===== src/rtl/eecfg_pkg.sv =====
package eecfg_pkg;

  // Strobes from the sequencer to the datapath.
  typedef struct packed {
    logic clearAll;   // new load accepted
    logic loadTx;     // load request frame
    logic shiftTx;    // advance to next request bit
    logic clearBits;  // request sent, start data phase
    logic sampleRx;   // capture one data bit
    logic storeWord;  // word complete: sum and capture
    logic nextWord;   // advance word index
    logic finish;     // evaluate checksum, publish
  } strobe_t;

  localparam int          CFG_WORD_A = 32;       // bytes 0x40 (id) and 0x41 (flags)
  localparam int          CFG_WORD_B = 33;       // byte 0x43 (queue exponent)
  localparam int          NEG_BIT    = 11;       // bit 3 of the high byte
  localparam logic [15:0] IMAGE_SUM  = 16'h1234;
  localparam logic [7:0]  DEFAULT_ID = 8'd7;
  localparam logic [1:0]  READ_OP    = 2'b10;

endpackage


===== src/rtl/eecfg_ctrl.sv =====
module eecfg_ctrl
  import eecfg_pkg::*;
#(
  parameter int HOLD_CYC = 4
) (
  input  logic    clk,
  input  logic    rst,
  input  logic    start,
  input  logic    txLast,
  input  logic    rxLast,
  input  logic    lastWord,
  output strobe_t str,
  output logic    pinCs,
  output logic    pinSk
);

  localparam int HOLD_W = $clog2(HOLD_CYC + 1);

  typedef enum logic [3:0] {
    S_IDLE, S_CSON, S_TXSET, S_TXHI, S_TXLO, S_RXHI, S_RXLO, S_GAP, S_CHECK
  } state_t;

  state_t st, stNext;
  logic [HOLD_W-1:0] holdCnt;
  logic holdDone;

  assign holdDone = (holdCnt == '0);

  always_comb begin
    stNext = st;
    str    = '0;
    unique case (st)
      S_IDLE: if (start) begin
        str.clearAll = 1'b1;
        stNext       = S_CSON;
      end
      S_CSON: if (holdDone) begin
        str.loadTx = 1'b1;
        stNext     = S_TXSET;
      end
      S_TXSET: if (holdDone) stNext = S_TXHI;
      S_TXHI:  if (holdDone) stNext = S_TXLO;
      S_TXLO: if (holdDone) begin
        if (txLast) begin
          str.clearBits = 1'b1;
          stNext        = S_RXHI;
        end else begin
          str.shiftTx = 1'b1;
          stNext      = S_TXSET;
        end
      end
      S_RXHI: if (holdDone) begin
        str.sampleRx = 1'b1;
        stNext       = S_RXLO;
      end
      S_RXLO: if (holdDone) begin
        if (rxLast) begin
          str.storeWord = 1'b1;
          stNext        = S_GAP;
        end else begin
          stNext = S_RXHI;
        end
      end
      S_GAP: if (holdDone) begin
        if (lastWord) begin
          stNext = S_CHECK;
        end else begin
          str.nextWord = 1'b1;
          stNext       = S_CSON;
        end
      end
      S_CHECK: begin
        str.finish = 1'b1;
        stNext     = S_IDLE;
      end
      default: stNext = S_IDLE;
    endcase
  end

  always_ff @(posedge clk) begin
    if (rst) begin
      st      <= S_IDLE;
      holdCnt <= '0;
      pinCs   <= 1'b0;
      pinSk   <= 1'b0;
    end else begin
      st <= stNext;
      if (stNext != st)
        holdCnt <= HOLD_W'(HOLD_CYC - 1);
      else if (!holdDone)
        holdCnt <= holdCnt - 1'b1;
      pinCs <= (stNext == S_CSON) || (stNext == S_TXSET) || (stNext == S_TXHI) ||
               (stNext == S_TXLO) || (stNext == S_RXHI)  || (stNext == S_RXLO);
      pinSk <= (stNext == S_TXHI) || (stNext == S_RXHI);
    end
  end

endmodule


===== src/rtl/eecfg_dp.sv =====
module eecfg_dp
  import eecfg_pkg::*;
#(
  parameter int ADDR_W = 6,
  parameter int DATA_W = 16,
  parameter int QD_W   = 16
) (
  input  logic              clk,
  input  logic              rst,
  input  strobe_t           str,
  input  logic              din,
  output logic              txLast,
  output logic              rxLast,
  output logic              lastWord,
  output logic              dout,
  output logic              done,
  output logic              valid,
  output logic [7:0]        hostId,
  output logic [QD_W-1:0]   queueDepth,
  output logic              activeNeg
);

  localparam int FRAME_W = ADDR_W + 3;
  localparam int CNT_MAX = (DATA_W > FRAME_W) ? DATA_W : FRAME_W;
  localparam int CNT_W   = $clog2(CNT_MAX + 1);
  localparam int WORDS   = 1 << ADDR_W;

  logic [FRAME_W-1:0] txShift;
  logic [DATA_W-1:0]  rxShift;
  logic [DATA_W-1:0]  sum;
  logic [CNT_W-1:0]   bitCnt;
  logic [ADDR_W-1:0]  wordIdx;
  logic [7:0]         idByte;
  logic [7:0]         expByte;
  logic               negFlag;
  logic               imageOk;

  assign dout     = txShift[FRAME_W-1];
  assign txLast   = (bitCnt == CNT_W'(FRAME_W - 1));
  assign rxLast   = (bitCnt == CNT_W'(DATA_W));
  assign lastWord = (wordIdx == ADDR_W'(WORDS - 1));
  assign imageOk  = (sum == DATA_W'(IMAGE_SUM));

  // Serial shift and counters
  always_ff @(posedge clk) begin
    if (rst) begin
      txShift <= '0;
      rxShift <= '0;
      bitCnt  <= '0;
      wordIdx <= '0;
    end else begin
      if (str.clearAll) wordIdx <= '0;
      else if (str.nextWord) wordIdx <= wordIdx + 1'b1;

      if (str.loadTx) begin
        txShift <= {1'b1, READ_OP, wordIdx};
        bitCnt  <= '0;
      end else if (str.shiftTx) begin
        txShift <= txShift << 1;
        bitCnt  <= bitCnt + 1'b1;
      end else if (str.clearBits) begin
        bitCnt <= '0;
      end else if (str.sampleRx) begin
        rxShift <= {rxShift[DATA_W-2:0], din};
        bitCnt  <= bitCnt + 1'b1;
      end
    end
  end

  // Checksum and capture of the adapter words
  always_ff @(posedge clk) begin
    if (rst) begin
      sum     <= '0;
      idByte  <= '0;
      expByte <= '0;
      negFlag <= 1'b0;
    end else if (str.clearAll) begin
      sum <= '0;
    end else if (str.storeWord) begin
      sum <= sum + rxShift;
      if (wordIdx == ADDR_W'(CFG_WORD_A)) begin
        idByte  <= rxShift[7:0];
        negFlag <= rxShift[NEG_BIT];
      end
      if (wordIdx == ADDR_W'(CFG_WORD_B))
        expByte <= rxShift[15:8];
    end
  end

  // Published results
  always_ff @(posedge clk) begin
    if (rst) begin
      done       <= 1'b0;
      valid      <= 1'b0;
      hostId     <= DEFAULT_ID;
      queueDepth <= '0;
      activeNeg  <= 1'b0;
    end else begin
      done <= str.finish;
      if (str.clearAll) begin
        valid      <= 1'b0;
        hostId     <= DEFAULT_ID;
        queueDepth <= '0;
        activeNeg  <= 1'b0;
      end else if (str.finish) begin
        valid <= imageOk;
        if (imageOk) begin
          hostId     <= idByte;
          queueDepth <= QD_W'(2) << expByte;
          activeNeg  <= negFlag;
        end
      end
    end
  end

endmodule


===== src/rtl/eeprom_cfg_loader.sv =====
module eeprom_cfg_loader
  import eecfg_pkg::*;
#(
  parameter int CLK_KHZ = 40000,
  parameter int HOLD_US = 160,
  parameter int ADDR_W  = 6,
  parameter int DATA_W  = 16,
  parameter int QD_W    = 16
) (
  input  logic            clk,
  input  logic            rst,
  input  logic            start,
  output logic            eeCs,
  output logic            eeSk,
  output logic            eeDi,
  input  logic            eeDo,
  output logic            done,
  output logic            valid,
  output logic [7:0]      hostId,
  output logic [QD_W-1:0] queueDepth,
  output logic            activeNeg
);

  localparam int HOLD_RAW = (CLK_KHZ * HOLD_US) / 1000;
  localparam int HOLD_CYC = (HOLD_RAW < 1) ? 1 : HOLD_RAW;

  strobe_t str;
  logic txLast, rxLast, lastWord;

  eecfg_ctrl #(.HOLD_CYC(HOLD_CYC)) u_ctrl (
    .clk(clk), .rst(rst), .start(start),
    .txLast(txLast), .rxLast(rxLast), .lastWord(lastWord),
    .str(str), .pinCs(eeCs), .pinSk(eeSk)
  );

  eecfg_dp #(.ADDR_W(ADDR_W), .DATA_W(DATA_W), .QD_W(QD_W)) u_dp (
    .clk(clk), .rst(rst), .str(str), .din(eeDo),
    .txLast(txLast), .rxLast(rxLast), .lastWord(lastWord),
    .dout(eeDi), .done(done), .valid(valid), .hostId(hostId),
    .queueDepth(queueDepth), .activeNeg(activeNeg)
  );

endmodule


===== config.mk =====
export PLATFORM = sky130hd
export DESIGN_NAME = eeprom_cfg_loader
export DESIGN_NICKNAME = d
export VERILOG_FILES = /design/src/rtl/eecfg_pkg.sv /design/src/rtl/eecfg_ctrl.sv /design/src/rtl/eecfg_dp.sv /design/src/rtl/eeprom_cfg_loader.sv
export SDC_FILE = /design/constraint.sdc
export NUM_CORES = 1
export LEC_CHECK = 0
export ABC_CLOCK_PERIOD_IN_PS = 7370
export BUFFER_PORTS_ARGS = -buffer_cell sky130_fd_sc_hd__clkbuf_2
export CELL_PAD_IN_SITES_DETAIL_PLACEMENT = 1
export CELL_PAD_IN_SITES_GLOBAL_PLACEMENT = 2
export CORE_AREA = 4 4 124 126
export CTS_CLUSTER_SIZE = 20
export DETAILED_ROUTE_END_ITERATION = 10
export DIE_AREA = 0 0 128 130
export PLACE_DENSITY = 0.79
export SETUP_SLACK_MARGIN = 0.02
export SLEW_MARGIN = 25
export SYNTH_ARGS = -nofsm -noshare
export SYNTH_HDL_FRONTEND = slang
export SYNTH_SLANG_ARGS = --single-unit

===== constraint.sdc =====
create_clock -name clk -period 7.37 [get_ports clk]
set_clock_uncertainty 0.05 [all_clocks]
set_input_delay 1.474 -clock clk [delete_from_list [all_inputs] [get_ports clk]]
set_output_delay 1.474 -clock clk [all_outputs]
set_load 0.1 [all_outputs]

==> flow_summary.json <==
{
  "cp-end-kind": "flip-flop",
  "hp-class": "flip-flop to flip-flop",
  "first_pass_iters": 4,
  "cpMostUsedCell": "buf_4",
  "grt_first_pass_wirelength_mm": 24.4,
  "die_h_um": 130,
  "rr_endpoint": "u_ctrl.pinCs$_SDFF_PP0_",
  "antenna_found_initial": 0,
  "final_common_cell": "nand2_1",
  "rsz0062_at_grt": "no",
  "nNetsFinal": 729,
  "final_core_util": 0.446,
  "p_leak_uw": 0.00233,
  "start_util": 0.383,
  "num_antenna_cells": 0,
  "relSlewSlack": 0.372,
  "post-cts-setup-buffers": 0,
  "critical-path-max-stage-delay_ns": 0.61,
  "hpwlAfterDp_mm": 10.6,
  "fmax_mhz": 317,
  "viasPerCell": 5.37,
  "track_usage": 0.185,
  "hp-start": "u_dp.txShift[2]$_SDFFE_PP0N_",
  "ff2ff_path_depth": 9,
  "place_ws_ns": 3.74,
  "avgSynthCellArea_sq_um": 8.04,
  "cp_max_fo": 63,
  "cts_tree": "done",
  "async_flop_share": 0,
  "grt_pass1_vias": 4983,
  "ys_top_cells_by_area": "dfxtp_1 (42%), nand2_1 (11%), a21oi_1 (8.5%), ha_1 (5.0%), nor2_1 (4.0%)",
  "synth_seq_cells": 114,
  "clk_path_buf_depth": 2,
  "drv_cap": 0,
  "worstMarginPinSlew_ns": 0.942,
  "status": "finished, final reports clean",
  "holdBufCountCts": 0,
  "grt-ovfl-total": 0,
  "syn_nets": 708,
  "ff2ff_setup_slack_ns": 4.23,
  "synth_area_leader_cell": "dfxtp_1",
  "drt_iter0_drc": 155,
  "vdd_drop_max_uv": 171,
  "drv_slew": 0,
  "clkLatencyLatePin_ns": 0.41,
  "ys_seq_area_frac": 0.417,
  "synth_edf_count": 0,
  "vias": 4829,
  "fin_crit_sh": 0.428,
  "drtAntennaViolNets": 0,
  "portBuffers": 32,
  "wl_per_cell_um": 16.4,
  "post_cts_resized": 0,
  "htree_levels": 4,
  "root_buffer": "clkbuf_16",
  "std_cell_rows": 44,
  "startpoint_type": "input port",
  "yosys_warnings": 0,
  "syn_inst": 681,
  "syn-cell-area_sq_um": 5480,
  "fin_ws_ns": 4.21,
  "min_period_ns": 3.16,
  "ys_types": 64,
  "drive_above_1_share": 0.124,
  "wl_mm": 14.7,
  "finalHoldViolCount": 0,
  "crit_chain": "clkbuf_2 -> buf_4 -> or2_2 -> buf_4 -> nor4_1 -> a31oi_1 -> nand2_1",
  "synthFlopType": "dfxtp_1",
  "io_pins": 34,
  "fillers": 1738,
  "min_to": "u_dp.txShift[2]$_SDFFE_PP0N_",
  "cts_buffers": 17,
  "clkSlewWorstSetupHoldPaths_ns": 0.05,
  "core_sq_um": 14300,
  "gp_congestion": 0.756,
  "worstPathRequired_ns": 7.62,
  "final_cell_mix": "nand2_1 (154), dfxtp_1 (114), a21oi_1 (93)",
  "cts.sinks": 114,
  "dieWidth_um": 128,
  "reg2reg_from": "u_ctrl.holdCnt[0]$_SDFFE_PP0P_",
  "dieArea_sq_um": 16600,
  "setup_tns_ns": 0,
  "hold_depth": 2,
  "synth_top_cell_area_share": 0.417,
  "grt_start_max_net_pins": 64,
  "remaining_drc_errors": 0,
  "final-setup-viol-count": 0,
  "syn_to_final_growth_pct": 16.5,
  "pwr_density_cell_nw_per_um2": 251,
  "crit_path_top_delay_cell": "or2_2",
  "path_class": "input port to flip-flop",
  "crit_arrival_ns": 3.41
}
==> sequential cells by signal (all words and copies together), names as in the netlist, 4 cells and up <==
signal / count
u_dp.txShift: 9
u_dp.rxShift: 16
u_dp.wordIdx: 6
u_dp.expByte: 8
u_dp.idByte: 8
u_ctrl.holdCnt: 13
u_dp.queueDepth: 15
u_ctrl.st: 4
u_dp.bitCnt: 5
u_dp.hostId: 8
u_dp.sum: 16
==> synth_stat cells (all sizes together), types with 5 or more instances <==
cell and instances:
ha 22, nor4 12, nor2 59, nor4b 6, a22oi 6, or2 5, nor2b 5, nand4 11
nand2b 8, buf 9, dfxtp 114, o21ai 12, nand3 19, inv 12, a21oi 95, mux2i 11
clkbuf 26, xnor2 12, xor2 12, a31oi 6, nor3 12, and3 9, nand2 154
==> worst max-delay path: cells and delay by family <==
kind / cells / cell delay (ns)
compound gates: 1 / 0.19
buf+inv: 3 / 0.94
simple gates: 3 / 0.77
==> power by group <==
| part | switching, uW | internal, uW | leakage [uW] | total, uW |
|---|---|---|---|---|
| Combinational | 65.2 | 34.6 | 0.00110 | 99.8 |
| Clock | 284 | 574 | 0.000309 | 858 |
| Sequential | 16.2 | 629 | 0.000922 | 645 |
==> worst max-delay path by stage <==
stage / startpoint / endpoint / slack (ns) / cells after the start
finish: rst / u_dp.sum[14]$_SDFFE_PP0P_ / 4.21 / 7
global route: u_ctrl.holdCnt[0]$_SDFFE_PP0P_ / u_ctrl.pinCs$_SDFF_PP0_ / 4.00 / 9
CTS: rst / u_dp.sum[14]$_SDFFE_PP0P_ / 4.18 / 7
detailed placement: rst / u_dp.sum[14]$_SDFFE_PP0P_ / 3.74 / 7
global placement: rst / u_dp.sum[14]$_SDFFE_PP0P_ / 3.80 / 7
floorplan: start / u_dp.sum[11]$_SDFFE_PP0P_ / 4.73 / 6
==> per-stage QoR <==
stage | hold WS (ns) | total power, uW | instance area [sq um] | std cells
floorplan | 0.382 | 736 | 5480 | 681
global placement | 0.390 | 755 | 5750 | 867
detailed placement | 0.398 | 758 | 5750 | 867
CTS | 0.406 | 1620 | 6380 | 899
global route | 0.431 | 1670 | 6380 | 899
finish | 0.400 | 1600 | 6380 | 899
==> per-layer routing <==
| metal | track usage | up-vias | share of wire | routed length, um |
|---|---|---|---|---|
| met5 | 0 | - | 0 | 0 |
| li1 | - | 2395 | - | - |
| met3 | 0.0528 | 20 | 0.028 | 406 |
| met2 | 0.322 | 51 | 0.51 | 7500 |
| met1 | 0.222 | 2363 | 0.45 | 6630 |
| met4 | 0.0556 | 0 | 0.015 | 215 |
==> final cells by class <==
class | count | area, sq um | share of cell area
Sequential cell | 114 | 2280 | 0.358
Inverter | 12 | 45.0 | 0.00706
Timing Repair Buffer | 37 | 198 | 0.0310
Clock buffer | 23 | 498 | 0.0781
Multi-Input combinational cell | 520 | 3000 | 0.470
Tap cell | 184 | 230 | 0.0361
Clock inverter | 9 | 126 | 0.0198
==> cell families (layout without fill, tap and decap cells) <==
| family | count (synthesis) | after routing | share of synthesized area |
|---|---|---|---|
| xor+xnor | 24 | 24 | 0.0384 |
| fa+ha+maj | 23 | 23 | 0.0539 |
| other cells | 1 | 1 | 0.000685 |
| flops | 114 | 114 | 0.417 |
| buf+inv | 47 | 81 | 0.0356 |
| simple gates | 316 | 316 | 0.281 |
| mux | 12 | 12 | 0.0222 |
| compound gates | 144 | 144 | 0.152 |
Power figures use the tool's default switching activity.
